[config.mk]
export PLATFORM = sky130hd
export DESIGN_NAME = i2c_mem_seq
export DESIGN_NICKNAME = d
export VERILOG_FILES = /design/src/rtl/i2c_mem_seq_pkg.sv /design/src/rtl/i2c_mem_seq_timer.sv /design/src/rtl/i2c_mem_seq_cmdgen.sv /design/src/rtl/i2c_mem_seq_ctrl.sv /design/src/rtl/i2c_mem_seq.sv
export SDC_FILE = /design/constraint.sdc
export NUM_CORES = 1
export LEC_CHECK = 0
export ABC_AREA = 1
export CORE_MARGIN = 3
export CORE_UTILIZATION = 30
export DETAILED_ROUTE_END_ITERATION = 10
export DONT_BUFFER_PORTS = 1
export PLACE_DENSITY = 0.52
export SLEW_MARGIN = 10
export SYNTH_ARGS = -nofsm -noshare
export SYNTH_HDL_FRONTEND = slang
export SYNTH_SLANG_ARGS = --single-unit
[constraint.sdc]
create_clock -name clk -period 1.5 [get_ports clk]
set_input_delay 0.3 -clock clk [delete_from_list [all_inputs] [get_ports clk]]
set_output_delay 0.3 -clock clk [all_outputs]
set_load 0.01 [all_outputs]
[src/rtl/i2c_mem_seq_pkg.sv]
package i2c_mem_seq_pkg;

    typedef enum logic [1:0] {
        KIND_READ  = 2'd0,
        KIND_WRITE = 2'd1,
        KIND_PROBE = 2'd2,
        KIND_BAD   = 2'd3
    } kind_e;

    typedef enum logic [2:0] {
        PH_DEVW,
        PH_ADDR,
        PH_DEVR,
        PH_RDATA,
        PH_WDATA
    } phase_e;

    typedef enum logic [2:0] {
        ERR_OK         = 3'd0,
        ERR_EMPTY      = 3'd1,
        ERR_TX_TIMEOUT = 3'd2,
        ERR_NO_ACK     = 3'd3,
        ERR_RX_TIMEOUT = 3'd4,
        ERR_BAD_REQ    = 3'd5,
        ERR_BUS_BUSY   = 3'd6
    } err_e;

    typedef struct packed {
        logic       start;
        logic       stop;
        logic       rd;
        logic       nak;
        logic [7:0] data;
    } bytecmd_t;

endpackage

[src/rtl/i2c_mem_seq_timer.sv]
module i2c_mem_seq_timer #(
    parameter int LIMIT = 500000
) (
    input  logic clk,
    input  logic rst_n,
    input  logic run,
    output logic expired
);
    localparam int CW = $clog2(LIMIT + 1);

    logic [CW-1:0] cnt;

    always_ff @(posedge clk or negedge rst_n) begin
        if (!rst_n) begin
            cnt <= '0;
        end else if (!run) begin
            cnt <= '0;
        end else if (cnt != CW'(LIMIT - 1)) begin
            cnt <= cnt + 1'b1;
        end
    end

    assign expired = run && (cnt == CW'(LIMIT - 1));

    // the count restarts whenever waiting stops
    a_r7_restart: assert property (@(posedge clk) disable iff (!rst_n)
        !run |=> !expired);

endmodule

[src/rtl/i2c_mem_seq_cmdgen.sv]
module i2c_mem_seq_cmdgen
    import i2c_mem_seq_pkg::*;
#(
    parameter int MAX_ABYTES = 4,
    localparam int AIW = (MAX_ABYTES > 1) ? $clog2(MAX_ABYTES) : 1
) (
    input  phase_e                  phase,
    input  logic [6:0]              dev,
    input  logic [8*MAX_ABYTES-1:0] maddr,
    input  logic [AIW-1:0]          aidx,
    input  logic                    last_byte,
    input  logic [7:0]              wdata,
    output bytecmd_t                cmd
);
    logic [7:0] abyte [MAX_ABYTES];

    for (genvar g = 0; g < MAX_ABYTES; g++) begin : g_abyte
        assign abyte[g] = maddr[8*g +: 8];
    end

    always_comb begin
        cmd = '0;
        unique case (phase)
            PH_DEVW: begin
                cmd.start = 1'b1;
                cmd.data  = {dev, 1'b0};
            end
            PH_ADDR: begin
                cmd.data = abyte[aidx];
            end
            PH_DEVR: begin
                cmd.start = 1'b1;
                cmd.data  = {dev, 1'b1};
            end
            PH_RDATA: begin
                cmd.rd   = 1'b1;
                cmd.nak  = last_byte;
                cmd.stop = last_byte;
            end
            PH_WDATA: begin
                cmd.stop = last_byte;
                cmd.data = wdata;
            end
            default: cmd = '0;
        endcase
    end

endmodule

[src/rtl/i2c_mem_seq_ctrl.sv]
module i2c_mem_seq_ctrl
    import i2c_mem_seq_pkg::*;
#(
    parameter int MAX_ABYTES = 4,
    parameter int LEN_W      = 8,
    localparam int AIW = (MAX_ABYTES > 1) ? $clog2(MAX_ABYTES) : 1,
    localparam int ALW = $clog2(MAX_ABYTES + 1)
) (
    input  logic                    clk,
    input  logic                    rst_n,
    input  logic                    req_valid,
    output logic                    req_ready,
    input  logic [1:0]              req_kind,
    input  logic [6:0]              req_dev,
    input  logic [8*MAX_ABYTES-1:0] req_maddr,
    input  logic [ALW-1:0]          req_alen,
    input  logic [LEN_W-1:0]        req_dlen,
    input  logic                    wr_valid,
    output logic                    wr_ready,
    output logic                    rd_valid,
    output logic                    done,
    output logic [2:0]              err_code,
    output logic                    eng_rst,
    output logic                    eng_cmd_valid,
    output logic                    eng_flag_clr,
    input  logic                    eng_bus_busy,
    input  logic                    eng_tx_empty,
    input  logic                    eng_nak,
    input  logic                    eng_rx_full,
    input  bytecmd_t                cmd,
    input  logic                    tmr_expired,
    output logic                    tmr_run,
    output phase_e                  phase,
    output logic [6:0]              dev_q,
    output logic [8*MAX_ABYTES-1:0] maddr_q,
    output logic [AIW-1:0]          aidx_q,
    output logic                    last_byte
);
    typedef enum logic [2:0] {
        S_IDLE,
        S_RESET_ENG,
        S_WAIT_FREE,
        S_ISSUE,
        S_WAIT_TX,
        S_WAIT_RX,
        S_STEP,
        S_FINISH
    } state_e;

    state_e           state, state_nxt;
    err_e             err_q, err_nxt;
    kind_e            kind_q;
    logic [ALW-1:0]   alen_q;
    logic [LEN_W-1:0] remain_q;

    logic req_bad, req_empty, addr_done, issue_go;

    assign req_bad   = (kind_e'(req_kind) == KIND_BAD) || (req_alen > ALW'(MAX_ABYTES));
    assign req_empty = (kind_e'(req_kind) != KIND_PROBE) && (req_dlen == '0);
    assign last_byte = (remain_q == LEN_W'(1));
    assign addr_done = (ALW'(aidx_q) + ALW'(1)) == alen_q;
    assign issue_go  = !((phase == PH_WDATA) && !wr_valid);

    // next-state and result selection
    always_comb begin
        state_nxt = state;
        err_nxt   = err_q;
        unique case (state)
            S_IDLE: begin
                if (req_valid) begin
                    if (req_bad) begin
                        state_nxt = S_FINISH;
                        err_nxt   = ERR_BAD_REQ;
                    end else if (req_empty) begin
                        state_nxt = S_FINISH;
                        err_nxt   = ERR_EMPTY;
                    end else begin
                        state_nxt = S_RESET_ENG;
                        err_nxt   = ERR_OK;
                    end
                end
            end
            S_RESET_ENG: state_nxt = S_WAIT_FREE;
            S_WAIT_FREE: begin
                if (!eng_bus_busy) begin
                    state_nxt = S_ISSUE;
                end else if (tmr_expired) begin
                    state_nxt = S_FINISH;
                    err_nxt   = ERR_BUS_BUSY;
                end
            end
            S_ISSUE: begin
                if (issue_go) state_nxt = cmd.rd ? S_WAIT_RX : S_WAIT_TX;
            end
            S_WAIT_TX: begin
                if (eng_tx_empty) begin
                    if (eng_nak) begin
                        state_nxt = S_FINISH;
                        err_nxt   = ERR_NO_ACK;
                    end else begin
                        state_nxt = S_STEP;
                    end
                end else if (tmr_expired) begin
                    state_nxt = S_FINISH;
                    err_nxt   = ERR_TX_TIMEOUT;
                end
            end
            S_WAIT_RX: begin
                if (eng_rx_full) begin
                    state_nxt = S_STEP;
                end else if (tmr_expired) begin
                    state_nxt = S_FINISH;
                    err_nxt   = ERR_RX_TIMEOUT;
                end
            end
            S_STEP: begin
                if (((phase == PH_RDATA) || (phase == PH_WDATA)) && last_byte)
                    state_nxt = S_FINISH;
                else
                    state_nxt = S_WAIT_FREE;
            end
            S_FINISH: state_nxt = S_IDLE;
            default:  state_nxt = S_IDLE;
        endcase
    end

    // state and context registers
    always_ff @(posedge clk or negedge rst_n) begin
        if (!rst_n) begin
            state    <= S_IDLE;
            err_q    <= ERR_OK;
            kind_q   <= KIND_READ;
            phase    <= PH_DEVW;
            dev_q    <= '0;
            maddr_q  <= '0;
            alen_q   <= '0;
            aidx_q   <= '0;
            remain_q <= '0;
        end else begin
            state <= state_nxt;
            err_q <= err_nxt;
            if (state == S_IDLE && req_valid) begin
                kind_q   <= kind_e'(req_kind);
                dev_q    <= req_dev;
                maddr_q  <= req_maddr;
                alen_q   <= req_alen;
                aidx_q   <= '0;
                phase    <= (kind_e'(req_kind) == KIND_PROBE) ? PH_DEVR : PH_DEVW;
                remain_q <= (kind_e'(req_kind) == KIND_PROBE) ? LEN_W'(1) : req_dlen;
            end else if (state == S_STEP) begin
                unique case (phase)
                    PH_DEVW: begin
                        if (alen_q != '0) phase <= PH_ADDR;
                        else phase <= (kind_q == KIND_READ) ? PH_DEVR : PH_WDATA;
                    end
                    PH_ADDR: begin
                        if (addr_done) phase <= (kind_q == KIND_READ) ? PH_DEVR : PH_WDATA;
                        else aidx_q <= aidx_q + 1'b1;
                    end
                    PH_DEVR: phase <= PH_RDATA;
                    PH_RDATA, PH_WDATA: begin
                        if (!last_byte) remain_q <= remain_q - 1'b1;
                    end
                    default: phase <= PH_DEVW;
                endcase
            end
        end
    end

    // outputs
    always_comb begin
        req_ready     = (state == S_IDLE);
        done          = (state == S_FINISH);
        err_code      = err_q;
        eng_rst       = (state == S_RESET_ENG) || (state == S_FINISH);
        wr_ready      = (state == S_ISSUE) && (phase == PH_WDATA);
        eng_cmd_valid = (state == S_ISSUE) && issue_go;
        eng_flag_clr  = ((state == S_WAIT_TX) && eng_tx_empty) ||
                        ((state == S_WAIT_RX) && eng_rx_full);
        rd_valid      = (state == S_WAIT_RX) && eng_rx_full && (kind_q != KIND_PROBE);
        tmr_run       = (state == S_WAIT_FREE) || (state == S_WAIT_TX) || (state == S_WAIT_RX);
    end

    // result pulse lasts one cycle and resets the engine
    a_r11_done_single: assert property (@(posedge clk) disable iff (!rst_n)
        done |=> !done);
    a_r11_done_resets: assert property (@(posedge clk) disable iff (!rst_n)
        done |-> eng_rst);
    // a read command carries NAK exactly when it carries STOP
    a_r2_nak_with_stop: assert property (@(posedge clk) disable iff (!rst_n)
        (eng_cmd_valid && cmd.rd) |-> (cmd.nak == cmd.stop));
    // an addressing byte never reads and never stops
    a_r1_start_addr: assert property (@(posedge clk) disable iff (!rst_n)
        (eng_cmd_valid && cmd.start) |-> (!cmd.rd && !cmd.stop));
    // a NAK on a transmitted byte ends with the missing-ACK code
    a_r5_nak_aborts: assert property (@(posedge clk) disable iff (!rst_n)
        (state == S_WAIT_TX && eng_tx_empty && eng_nak) |=> (done && err_code == 3'd3));
    // a flag seen on the expiry cycle still counts as success
    a_r7_flag_wins: assert property (@(posedge clk) disable iff (!rst_n)
        (state == S_WAIT_TX && eng_tx_empty && !eng_nak && tmr_expired) |=> !done);

endmodule

[src/rtl/i2c_mem_seq.sv]
module i2c_mem_seq
    import i2c_mem_seq_pkg::*;
#(
    parameter int MAX_ABYTES  = 4,
    parameter int LEN_W       = 8,
    parameter int TIMEOUT_CYC = 500000,
    localparam int ALW = $clog2(MAX_ABYTES + 1),
    localparam int AIW = (MAX_ABYTES > 1) ? $clog2(MAX_ABYTES) : 1
) (
    input  logic                    clk,
    input  logic                    rst_n,
    input  logic                    req_valid,
    output logic                    req_ready,
    input  logic [1:0]              req_kind,
    input  logic [6:0]              req_dev,
    input  logic [8*MAX_ABYTES-1:0] req_maddr,
    input  logic [ALW-1:0]          req_alen,
    input  logic [LEN_W-1:0]        req_dlen,
    input  logic [7:0]              wr_data,
    input  logic                    wr_valid,
    output logic                    wr_ready,
    output logic [7:0]              rd_data,
    output logic                    rd_valid,
    output logic                    done,
    output logic [2:0]              err_code,
    output logic                    eng_rst,
    output logic                    eng_cmd_valid,
    output logic                    eng_cmd_start,
    output logic                    eng_cmd_stop,
    output logic                    eng_cmd_read,
    output logic                    eng_cmd_nak,
    output logic [7:0]              eng_cmd_data,
    output logic                    eng_flag_clr,
    input  logic                    eng_bus_busy,
    input  logic                    eng_tx_empty,
    input  logic                    eng_nak,
    input  logic                    eng_rx_full,
    input  logic [7:0]              eng_rx_data
);
    bytecmd_t                cmd;
    phase_e                  phase;
    logic [6:0]              dev_q;
    logic [8*MAX_ABYTES-1:0] maddr_q;
    logic [AIW-1:0]          aidx_q;
    logic                    last_byte;
    logic                    tmr_run, tmr_expired;

    i2c_mem_seq_ctrl #(
        .MAX_ABYTES(MAX_ABYTES),
        .LEN_W     (LEN_W)
    ) u_ctrl (
        .clk          (clk),
        .rst_n        (rst_n),
        .req_valid    (req_valid),
        .req_ready    (req_ready),
        .req_kind     (req_kind),
        .req_dev      (req_dev),
        .req_maddr    (req_maddr),
        .req_alen     (req_alen),
        .req_dlen     (req_dlen),
        .wr_valid     (wr_valid),
        .wr_ready     (wr_ready),
        .rd_valid     (rd_valid),
        .done         (done),
        .err_code     (err_code),
        .eng_rst      (eng_rst),
        .eng_cmd_valid(eng_cmd_valid),
        .eng_flag_clr (eng_flag_clr),
        .eng_bus_busy (eng_bus_busy),
        .eng_tx_empty (eng_tx_empty),
        .eng_nak      (eng_nak),
        .eng_rx_full  (eng_rx_full),
        .cmd          (cmd),
        .tmr_expired  (tmr_expired),
        .tmr_run      (tmr_run),
        .phase        (phase),
        .dev_q        (dev_q),
        .maddr_q      (maddr_q),
        .aidx_q       (aidx_q),
        .last_byte    (last_byte)
    );

    i2c_mem_seq_cmdgen #(
        .MAX_ABYTES(MAX_ABYTES)
    ) u_cmdgen (
        .phase    (phase),
        .dev      (dev_q),
        .maddr    (maddr_q),
        .aidx     (aidx_q),
        .last_byte(last_byte),
        .wdata    (wr_data),
        .cmd      (cmd)
    );

    i2c_mem_seq_timer #(
        .LIMIT(TIMEOUT_CYC)
    ) u_timer (
        .clk    (clk),
        .rst_n  (rst_n),
        .run    (tmr_run),
        .expired(tmr_expired)
    );

    assign eng_cmd_start = cmd.start;
    assign eng_cmd_stop  = cmd.stop;
    assign eng_cmd_read  = cmd.rd;
    assign eng_cmd_nak   = cmd.nak;
    assign eng_cmd_data  = cmd.data;
    assign rd_data       = eng_rx_data;

endmodule

After elaboration in Yosys (flattened, before gate mapping)
Cells that the tools add are included.
- mux-type cells: 48
- equality and inequality tests: 32
- reductions and logical operators: 34
- bitwise operators: 1
- add/subtract/negate cells: 4
- magnitude comparators: 2
- operators by type and width (cell ; count):
    3-bit two-way mux ; 23
    8-bit two-way mux ; 7
    19-bit two-way mux ; 2
    8-bit one-hot mux with 4 select lines ; 1
    3-bit one-hot mux with 4 select lines ; 2
    3-bit one-hot mux with 8 select lines ; 1
    2-bit inequality test, second input constant ; 11
    19-bit by 1-bit adder with 19-bit output, second input constant ; 1
    19-bit == test, second input constant ; 1
    19-bit inequality test, second input constant ; 1
    8-bit binary-select mux with 2-bit select ; 1
    3-bit == test, second input constant ; 5
    3-bit by 2-bit == test with 1-bit output, second input constant ; 4
    2-bit two-way mux ; 6
    1-bit logical AND ; 10
    3-bit inequality test, second input constant ; 3
    3-bit AND reduction ; 3
    8-bit by 1-bit == test with 1-bit output, second input constant ; 1
    8-bit logical NOT ; 1
    8-bit AND reduction ; 1
    8-bit by 1-bit subtractor with 8-bit output, second input constant ; 1
    3-bit by 1-bit == test with 1-bit output, second input constant ; 2
    3-bit logical NOT ; 2
    1-bit logical OR ; 6
    16 further kinds ; 25
- output and inout port bits: 30
- bits in registers: 82
- input bits: 76
- logic and storage cells: 131

Depth between registers and ports, before layout
Gate-level depths: netlist of run 1.
- depth in word-level cells: 7
- mapped depth: 10
- mapped depth without buffers: 10

Modules after synthesis
A second synthesis of run 1 with hierarchy kept.
- cell total of the unflattened synthesis: 770
- area total of the unflattened synthesis: 5152.4 um^2
- modules (own cells, without submodules) (module ; area an instance (um^2) ; seq. area each (um^2) ; times used ; cells each):
    i2c_mem_seq_ctrl ; 3364.5 ; 1576.5 ; 1 ; 472
    i2c_mem_seq_timer ; 1224.9 ; 475.5 ; 1 ; 184
    i2c_mem_seq_cmdgen ; 503.0 ; 0.0 ; 1 ; 106
    i2c_mem_seq ; 60.1 ; 0.0 ; 1 ; 8

Worst setup path before layout of run 1
OpenSTA, ideal clock, no wires.
- path type: reg-to-output
- start: reg u_ctrl.phase[2]
- end: out eng_cmd_data[1]
- arrival: 1168 ps
- stages on the path, launching flop included: 6
- path slack: 32 ps
- required time: 1200 ps
- buffers on the path: 2
- cells stage by stage: dfrtp_1 -> buf_2 -> nor3_2 -> buf_2 -> nand3_1 -> nand3_1
- longest elaborated chain between the ends: 2
- elaborated cells on any way between the ends: 5
- classes of those cells: 3 x eq/ne; 1 x mux; 1 x reduce/logical
- RTL lines (what ; line ; RTL):
    start: declaration ; i2c_mem_seq_ctrl.sv:33 ; output phase_e phase,
    start signal: assignment ; i2c_mem_seq_ctrl.sv:148 ; phase <= (kind_e'(req_kind) == KIND_PROBE) ? PH_DEVR : PH_DEVW;
    start signal: assignment ; i2c_mem_seq_ctrl.sv:154 ; else phase <= (kind_q == KIND_READ) ? PH_DEVR : PH_WDATA;
    start signal: assignment ; i2c_mem_seq_ctrl.sv:157 ; if (addr_done) phase <= (kind_q == KIND_READ) ? PH_DEVR : PH_WDATA;
    3-bit == test (tied with other cells) ; i2c_mem_seq_cmdgen.sv:23 ; unique case (phase)
    8-bit one-hot mux with 4 select lines * ; i2c_mem_seq_cmdgen.sv:23 ;
    end: declaration ; i2c_mem_seq.sv:32 ; output logic [7:0] eng_cmd_data,
Mark *: on every way between the ends. The rest lies on a longest branch, timed or not.

Final worst setup path of run 1
- start: reg u_ctrl.remain_q[1]
- end: out eng_cmd_stop
- longest elaborated chain between the ends: 2
- RTL lines (what ; line ; RTL):
    start: declaration ; i2c_mem_seq_ctrl.sv:54 ; logic [LEN_W-1:0] remain_q;
    start signal: assignment ; i2c_mem_seq_ctrl.sv:149 ; remain_q <= (kind_e'(req_kind) == KIND_PROBE) ? LEN_W'(1) : req_dlen;
    start signal: assignment ; i2c_mem_seq_ctrl.sv:162 ; if (!last_byte) remain_q <= remain_q - 1'b1;
    8-bit by 1-bit == test with 1-bit output ; i2c_mem_seq_ctrl.sv:60 ; assign last_byte = (remain_q == LEN_W'(1));
    1-bit two-way mux ; i2c_mem_seq_cmdgen.sv:23 ;
    end: declaration ; i2c_mem_seq.sv:29 ; output logic eng_cmd_stop,
No other way between the ends.

==> flow_summary.ini, run 1 <==
[outcome]
run_status = finished with violations
violations = negative hold slack, negative setup slack

[yosys]
yosys.area_share.simple = 0.3704
synth_compound_gate_area_share = 0.09279
synth_top_family_by_area = simple AND/OR/NAND/NOR gates
synthXorXnorAreaFrac = 0.005505
synth_mux_area_frac = 0
synth_top_area_frac = 0.4299
synth.distinct_cells = 36
yosys.area_share.adder = 0.01048
yosysTopAreaCell = dfrtp_1
synth_nets = 759
synth-async-reset-ratio = 1.000
yosys_warnings = 0
netlist_top_cells_area = dfrtp_1 43%, nand2_1 20%, nand3_1 5.9%
syn_area_mm2 = 0.004773
synth_edf_count = 0
ys_seq_area_frac = 0.4299
synth-seq-cells = 82
synth_ff_type = dfrtp_1
syn-instance-count = 679
avgSynthCellArea_um2 = 7.030

[sta]
period_minus_slack_ns = 1.830
rsz0062_at_grt = true
worst_slew_pin_slew_ns = 0.3364
fin_crit_sh = 1.220
slew_violations = 0
whs_ns = -0.3603
fin_ws_ns = -0.3297
hold_viol = 82
finClkSkew_ns = 0.009753
slew_headroom = 0.7740
fmax_mhz = 546.5
finalSetupViolCount = 76

[drt]
wire_per_inst_um = 16.36
vias = 4976
routed_wl_um = 16560
ant_nets = 0
first_pass_iters = 7
vias_per_cell = 4.917
drc = 0
initialDrtViolationCount = 193

[power_and_ir_drop]
cellPowerDensity_mw_per_mm2 = 1949
leakage_nw = 3.720
power_mw = 15.01
peakVddDrop_v = 0.001015

[floorplan]
die_height_um = 132.1
core_area_mm2 = 0.01537
die-area_mm2 = 0.01746
fp.dieW_um = 132.1
io_pins = 106
initial_core_util = 0.3105
num_rows = 45

[grt]
grt_pass1_wl_um = 23490
grt_max_degree = 83
antenna_found_initial = 0
gr-total-overflow = 0
grt_pass1_vias = 4846
grt_usage = 0.1659

[worst_setup_path]
critPathKind = reg -> out
end_kind = output pin
cp_data_required_time_ns = 1.20
crit_path_start_kind = flip-flop
startpoint = u_ctrl.remain_q[1]
reg2reg_from = u_ctrl.state[2]
crit_arrival_ns = 1.53
r2r-end = u_ctrl.remain_q[1]
path_max_fanout = 3
ff2ff_setup_slack_ns = -0.17
reg2reg_depth = 11

[clock_tree]
clk_pin_slew_ns = 0.07
cts_root_buffer = clkbuf_16
clock-sinks = 82
clock_latency_ns = 0.35
tritoncts = yes
cts_buffers = 9
cts_buffer_depth = 2
htree_num_levels = 3

[cells_and_area]
mostFrequentLayoutCells = 160 x nand2_1, 76 x dfrtp_1, 67 x buf_4
multiInputGateArea_mm2 = 0.003283
drive_gt1_frac = 0.4757
layout.area.seq_mm2 = 0.002059
syn_to_final_growth_pct = 61.39
mostFrequentLayoutCell = nand2_1
fin_nets = 876
final_area_mm2 = 0.007704
nFillCells = 1457
num_antenna_cells = 0

[place]
place.gp.congestion = 0.8733
numPortBuffers = 0
dpl.hpwl_um = 9920
place_ws_ns = -0.1351
placed_area_mm2 = 0.005428

[run]
maxCapViolCount = 0

[hold_path]
min_path_type = in -> async
## worst max-delay path by stage
stage | to | slack (ns) | cells after the start
after detailed placement | u_ctrl.state[2] | -0.14 | 9
after global routing | eng_cmd_stop | -0.43 | 8
after global placement | u_ctrl.state[2] | -0.11 | 9
after floorplan | eng_cmd_data[1] | 0.03 | 5
after CTS | eng_cmd_stop | -0.39 | 8
final | eng_cmd_stop | -0.33 | 8
## Yosys cell counts (8+ instances only)
cell / count
nor3_1: 13
o21ai_0: 49
buf_4: 12
inv_1: 63
nand3_1: 56
a21oi_1: 26
buf_2: 8
nor2_1: 58
nand2_1: 249
dfrtp_1: 82
nand4_1: 12
## per-layer routing
| metal | GRT usage | part of all wire |
|---|---|---|
| met1 | 0.2047 | 0.40 |
| met2 | 0.2688 | 0.50 |
| met5 | 0 | 0 |
| met4 | 0.05951 | 0.023 |
| met3 | 0.05878 | 0.072 |
## final cells by class
type,count,share of cell area
Multi-Input combinational cell,503,0.4262
Sequential cell,82,0.2673
Timing Repair Buffer,131,0.1910
Inverter,69,0.03768
Tap cell,211,0.03427
Clock buffer,10,0.03102
Clock inverter,6,0.01251
## what timing repair did
action | 4_1_cts | 5_1_grt
gates resized for setup | 129 | 245
setup endpoints to repair | 27 | 96
pin swaps | 41 | 99
gates cloned | 4 | 11
setup buffers | 33 | 24
hold endpoints to repair | 82 | 82
## registers in the layout, indices dropped and copies added, names as in the netlist
register	flops
u_ctrl.alen_q	3
u_ctrl.maddr_q	32
u_ctrl.kind_q	2
u_ctrl.dev_q	7
u_ctrl.aidx_q	2
u_ctrl.state	3
u_timer.cnt	19
u_ctrl.remain_q	8
u_ctrl.phase	3
u_ctrl.err_code	3
## stage by stage
stage | hold slack (ns) | std cells | util | TNS (ns)
4_1_cts | -0.3773 | 980 | 0.4190 | -4.560
6_report | -0.3603 | 1012 | 0.5012 | -9.752
2_1_floorplan | 0.004409 | 679 | - | 0
3_3_place_gp | 0.01002 | 931 | 0.3531 | -0.5538
5_1_grt | -0.3806 | 1012 | 0.5012 | -14.91
3_5_place_dp | 0.009525 | 931 | 0.3531 | -1.042
## power by group
part	switching, mW	internal (mW)
registers	0.669	3.02
logic	4.65	4.16
clock network	0.992	1.52
total	6.31	8.70
## worst max-delay path, stage by stage (launching register included)
cell,delay [ns]
dfrtp_1,0.39
inv_2,0.08
ha_4,0.12
nand3_2,0.06
nor2_2,0.12
buf_6,0.12
inv_4,0.04
a21oi_4,0.14
buf_6,0.12
## cell families after synthesis
family,count (synthesis)
buffers and inverters,95
flip-flops,82
AND/OR/NAND/NOR,409
XOR/XNOR,3
AO/OA/AOI/OAI,86
adder cells (fa/ha/maj),4
Power figures use the tool's default switching activity.
==> run 2: changes to the inputs <==
BUFFER_PORTS_ARGS = -buffer_cell sky130_fd_sc_hd__buf_2   (was not set)
DONT_BUFFER_PORTS = not set   (was 1)
PLACE_DENSITY = 0.58   (was 0.52)
SYNTH_HIERARCHICAL = 1   (was not set)
==> run 2 against run 1 <==
Against the previous run: the run still ends with negative hold slack, negative setup slack left; cell area grew 3.5%; maximum frequency decreased by 6.1%; synthesized cell count grew 13%; wire length shrank 1.1%; worst setup slack worse by 0.12 ns; synthesized area grew 7.9%; count of clock-buffer cells in the layout grew 1; power is 3.3% lower; non-clock buffer count up 93; sequential share of layout area shrank 0.88 points; clock skew is 0.0041 ns lower.
==> flow_summary.ini, run 2 <==
[outcome]
run_status = finished with violations
violations = negative hold slack, negative setup slack

[worst_setup_path]
ff2ff_setup_slack_ns = -0.45
critPathSlowestCell = dfrtp_2
cp_common_cell = nand2_1
reg2reg_from = u_ctrl/state[2]
critPathKind = reg -> reg
critPathTopFamily = simple AND/OR/NAND/NOR gates
crit_arrival_ns = 2.23
path_cells = buf_6 > nor2_4 > nand2_2 > o21ai_4 > nor2_2 > inv_2 > inv_4 > nor3_4 > buf_4 > inv_2 > o21ai_2 > nand2_1 > nand2_1 > nor2_1 > nand3_1 > nand2_1 > inv_1
cp_data_required_time_ns = 1.78
r2r-end = u_ctrl/state[0]
path_buf_inv = 6
reg2reg_depth = 17
path_max_fanout = 4
crit_path_start_kind = flip-flop
end_kind = flip-flop
slowest_delay_ns = 0.42

[drt]
wire_per_inst_um = 13.61
vias = 5533
drc = 0
first_pass_iters = 5
vias_per_cell = 4.599
ant_nets = 0
initialDrtViolationCount = 332
routed_wl_um = 16380

[floorplan]
fp.dieW_um = 137.1
die_height_um = 137.1
io_pins = 106
num_rows = 47
core_area_mm2 = 0.01670
initial_core_util = 0.3085
die-area_mm2 = 0.01878

[yosys]
ys_seq_area_frac = 0.3983
synth_ff_type = dfrtp_1
synth.distinct_cells = 35
syn-instance-count = 770
yosys_warnings = 6
synth_nets = 851
yosysTopAreaCell = dfrtp_1
netlist_top_cells_area = dfrtp_1 40%, nand2_1 24%, nand3_1 6.9%
syn_area_mm2 = 0.005152
yosysMostFrequentCell = nand2_1
synth_top_area_frac = 0.3983
ys_top_cells_by_count = 335 x nand2_1, 82 x dfrtp_1, 72 x inv_1, 72 x nor2_1, 71 x nand3_1
avgSynthCellArea_um2 = 6.691
synth_edf_count = 0
synth-seq-cells = 82
synth-async-reset-ratio = 1.000

[clock_tree]
cts_buffer_depth = 2
cts_buffers = 9
tritoncts = yes
clock_latency_ns = 0.34
cts_root_buffer = clkbuf_16
ctsHoldBuffers = 0
clock-sinks = 82
htree_num_levels = 3
clk_pin_slew_ns = 0.06

[cells_and_area]
nFillCells = 1630
drive_gt1_frac = 0.4018
final_area_mm2 = 0.007976
fin_nets = 1059
syn_to_final_growth_pct = 54.81
num_antenna_cells = 0
top_register = u_ctrl/maddr_q
biggestRegsByFlops = u_ctrl/maddr_q (32), u_timer/cnt (19), u_ctrl/remain_q (8)
largest_reg_flops = 32
mostFrequentLayoutCells = 298 x nand2_1, 100 x buf_4, 74 x buf_2, 74 x dfrtp_1, 60 x nor2_1
mostFrequentLayoutCell = nand2_1

[sta]
hold_viol = 25
worst_slew_pin_slew_ns = 0.4459
fmax_mhz = 513.1
finClkSkew_ns = 0.005656
finalSetupViolCount = 85
fin_crit_sh = 1.299
slew_headroom = 0.7027
slew_violations = 0
whs_ns = -0.02087
fin_ws_ns = -0.4489
period_minus_slack_ns = 1.949
tns_ns = -20.23
rsz0062_at_grt = true

[power_and_ir_drop]
leakage_nw = 4.111
power_mw = 14.52
peakVddDrop_v = 0.001091
cellPowerDensity_mw_per_mm2 = 1820

[run]
maxCapViolCount = 0

[place]
place.gp.congestion = 0.8304
numPortBuffers = 89
place_ws_ns = -0.2697
placed_area_mm2 = 0.006401
dpl.hpwl_um = 10850

[grt]
grt_usage = 0.1630
gr-total-overflow = 0
grt_max_degree = 83
grt_pass1_vias = 5121
grt_pass1_wl_um = 24410
antenna_found_initial = 0

[hold_path]
min_path_type = in -> async
run 2: cell count changes in the layout (fill, tap and decap cells not counted), sizes merged, moves of 13 or more:
cell	previous run	this run
o21ai	54	22
buf	123	219
a21oi	26	10
nor2	63	83
nand2	254	343
nand3	60	73
run 2: timing repair:
| item | 4_1_cts | 5_1_grt |
|---|---|---|
| endpoints found under the setup margin | 40 | 93 |
| pin swaps | 16 | 37 |
| setup buffers | 26 | 19 |
| resized for setup | 80 | 116 |
| cloned | 1 | 7 |
run 2: cell type report:
type	instances	area, um^2	share of cell area
Clock buffer	11	242.7	0.03043
Tap cell	220	275.3	0.03451
Timing Repair Buffer	224	1847	0.2315
Sequential cell	82	2062	0.2585
Multi-Input combinational cell	578	3124	0.3917
Clock inverter	5	62.56	0.007843
Timing Repair inverter	1	11.26	0.001412
Inverter	82	351.6	0.04408
run 2: metal layers:
metal  vias up  track usage  share of wire
met5         -            0              0
li1       2817            -              -
met4         0      0.04823          0.020
met2       166       0.2695           0.49
met3        25      0.03419          0.056
met1      2525       0.2147           0.44
run 2: worst register-to-register path, delay by kind of cell (launching register included):
kind / cells / cell delay, ns
buffers and inverters: 6 / 0.51
DFF: 1 / 0.42
AOI/OAI and AO/OA: 2 / 0.17
and+or+nand+nor: 9 / 0.79
run 2: worst max-delay path by stage:
stage,start,endpoint,slack [ns],cells after the start
after CTS,u_ctrl/remain_q[3],eng_cmd_stop,-0.33,7
after floorplan,u_ctrl/state[0],u_ctrl/err_code[2],-0.27,15
after global routing,u_ctrl/state[2],u_ctrl/state[0],-0.61,17
after global placement,u_timer/cnt[0],u_ctrl/err_code[0],-0.21,13
final,u_ctrl/state[2],u_ctrl/state[0],-0.45,17
after detailed placement,u_timer/cnt[1],u_ctrl/err_code[1],-0.27,13
run 2: logic make-up after synthesis:
family,count (synthesis),share of synthesized area
compound gates,40,0.04226
buf+inv,110,0.1032
xor+xnor,7,0.01190
flops,82,0.3983
simple gates,526,0.4323
fa+ha+maj,5,0.01214
run 2: power by group:
group          switching (mW)  total [mW]  internal [mW]
Clock                   0.926        2.27           1.34
Sequential              0.610        3.63           3.02
Combinational            4.49        8.62           4.13
run 2: metrics by stage:
| stage | std cells | utilization |
|---|---|---|
| after floorplan | 770 | - |
| after detailed placement | 1136 | 0.3833 |
| after global routing | 1203 | 0.4776 |
| final | 1203 | 0.4776 |
| after global placement | 1136 | 0.3833 |
| after CTS | 1179 | 0.4322 |
==> run 3: changes to the inputs <==
RECOVER_POWER = 25   (was not set)
REMOVE_ABC_BUFFERS = 1   (was not set)
clock period = 1.56 ns   (was 1.5 ns; I/O delays follow)
==> run 3 against run 2 <==
Against the previous run: the run ends with negative setup slack left; first-iteration DRC count is 28% lower; clock skew hardly changed; combinational power is 2% lower; non-clock buffer count is 5 lower; power is 3.7% lower; clock power is 13% lower; die area stayed put; cell count is 0.25% lower; largest cell class unchanged.
==> flow_summary.ini, run 3 (synthesis gave the netlist of run 2 again) <==
[hold_path]
min_to = u_ctrl/maddr_q[12]
hold_depth = 3
min_path_type = in -> reg
holdCritStartpoint = req_maddr[12]

[drt]
vias = 5591
wire_per_inst_um = 13.93
routed_wl_um = 16720
first_pass_iters = 5
initialDrtViolationCount = 239
vias_per_cell = 4.659
ant_nets = 0
drc = 0

[grt]
grt_pass1_wl_um = 24780
busiest_layer = met2
use_met3 = 0.04228
gr-total-overflow = 0
grt_max_degree = 33
antenna_found_initial = 0
grt_util_met2 = 0.2665
grt_usage = 0.1644
grt_use_met1 = 0.2232
grt_pass1_vias = 5105

[place]
dpl.hpwl_um = 11070
numPortBuffers = 89
place_ws_ns = -0.4263
dp.cells = 1130
place.gp.congestion = 0.9256
placed_area_mm2 = 0.006362

[clock_tree]
tritoncts = yes
clk_pin_slew_ns = 0.06
cts_buffers = 9
cts_buffer_depth = 2
htree_num_levels = 3
clock-sinks = 82
clock_latency_ns = 0.34
cts_root_buffer = clkbuf_16

[worst_setup_path]
critPathTopFamily = simple AND/OR/NAND/NOR gates
slowest_delay_ns = 0.46
critPathSlowestCell = dfrtp_2
path_cells = nor2_4 > nand2_4 > o21ai_2 > nor2_2 > inv_2 > inv_2 > nor3_4 > nor2_2 > nand3_1 > nand2_1 > inv_1 > nand2_1 > nor2_2 > nand2_1 > nand2_1
crit_arrival_ns = 2.13
reg2reg_depth = 15
reg2reg_from = u_ctrl/state[0]
r2r-end = u_ctrl/err_code[2]
ff2ff_setup_slack_ns = -0.29
path_buf_inv = 3
end_kind = flip-flop
crit_path_start_kind = flip-flop
critPathKind = reg -> reg
cp_common_cell = nand2_1
path_max_fanout = 5
cp_data_required_time_ns = 1.84

[cells_and_area]
mostFrequentLayoutCells = 277 x nand2_1, 86 x buf_4, 76 x dfrtp_1
largest_reg_flops = 32
nFillCells = 1662
num_antenna_cells = 0
drive_gt1_frac = 0.4163
biggestRegsByFlops = u_ctrl/maddr_q (32), u_timer/cnt (19), u_ctrl/remain_q (8)
multiInputGateArea_mm2 = 0.003237
syn_to_final_growth_pct = 56.14
top_register = u_ctrl/maddr_q
mostFrequentLayoutCell = nand2_1
final_core_util = 0.4817
fin_cells = 1200
fin_nets = 1056
layout.area.seq_mm2 = 0.002059
final_area_mm2 = 0.008045

[floorplan]
die-area_mm2 = 0.01878
io_pins = 106
core_area_mm2 = 0.01670
num_rows = 47
die_height_um = 137.1
initial_core_util = 0.3085
fp.dieW_um = 137.1

[sta]
fmax_mhz = 540.1
fin_crit_sh = 1.187
hold_viol = 0
rsz0062_at_grt = true
finalSetupViolCount = 41
slew_violations = 0
fin_ws_ns = -0.2914
slew_headroom = 0.5783
tns_ns = -5.341
worst_slew_pin_slew_ns = 0.6325
finClkSkew_ns = 0.005984
whs_ns = 0.1587
period_minus_slack_ns = 1.851

[power_and_ir_drop]
p_clk_frac = 0.142
p_seq_frac = 0.254
power_mw = 13.99
peakVddDrop_v = 0.0008626
cellPowerDensity_mw_per_mm2 = 1739
netSwitchingPower_mw = 6.022
sw_frac_of_total = 0.4305
pwr-share-comb = 0.604
internal-power_mw = 7.965
leakage_nw = 4.095

[outcome]
violations = negative setup slack
run_status = finished with violations

[run]
maxCapViolCount = 0
[run 3: cell types whose count changed in the layout (fill, tap and decap cells not counted), moves of 3 or more]
| cell | previous run | this run |
|---|---|---|
| buf_12 | 9 | 6 |
| buf_4 | 100 | 86 |
| buf_6 | 32 | 40 |
| inv_2 | 23 | 20 |
| nand2_1 | 298 | 277 |
| nand2_2 | 38 | 50 |
| nand2_4 | 6 | 15 |
| nand3_1 | 35 | 40 |
| nand3_2 | 24 | 21 |
| nor2_1 | 60 | 64 |
| nor2_2 | 12 | 8 |
| o21ai_2 | 1 | 4 |
[run 3: worst register-to-register path: cells and delay by family, from the launching register on]
| kind | cells | cell delay (ns) |
|---|---|---|
| simple gates | 11 | 1.05 |
| flops | 1 | 0.46 |
| buf+inv | 3 | 0.20 |
| compound gates | 1 | 0.08 |
[run 3: area by class of cell]
type                    instances  share of cell area
clock buffers                  10             0.02846
flip-flops and latches         82              0.2560
repair buffers                219              0.2280
repair inverters                2            0.002177
clock inverters                 6            0.005288
well taps                     220             0.03421
inverters                      82             0.04355
multi-input cells             579              0.4023
[run 3: per-layer routing]
metal	part of all wire	wire length [um]	vias to the layer above
met5	0	0	-
met4	0.0098	164	0
met3	0.058	972	14
met2	0.49	8168	195
met1	0.44	7412	2567
li1	-	-	2815
[run 3: worst max path at each step]
stage / startpoint / to / depth (start not counted)
CTS: u_ctrl/remain_q[1] / eng_cmd_stop / 8
global placement: u_ctrl/state[1] / u_ctrl/err_code[1] / 16
floorplan: u_ctrl/state[0] / u_ctrl/err_code[0] / 15
global route: u_timer/cnt[0] / u_ctrl/err_code[2] / 13
finish: u_ctrl/state[0] / u_ctrl/err_code[2] / 15
detailed placement: u_ctrl/state[1] / u_ctrl/err_code[0] / 16
[run 3: what timing repair did]
action                                  CTS  global route
pin swaps                                36            72
hold buffers                              1             0
cloned                                    2             8
endpoints found under the setup margin   53            67
buffers inserted                         26            20
gates resized for setup                  98           154
endpoints found under the hold margin    19             0
[run 3: power groups by stage]
| stage | Clock, mW | Sequential, mW | Combinational, mW |
|---|---|---|---|
| finish | 1.98 | 3.55 | 8.45 |
| global route | 2.14 | 3.66 | 9.23 |
| CTS | 2.05 | 3.44 | 6.55 |
| detailed placement | 0 | 3.44 | 5.46 |
| global placement | 0 | 3.43 | 5.43 |
| floorplan | 0 | 3.46 | 3.13 |
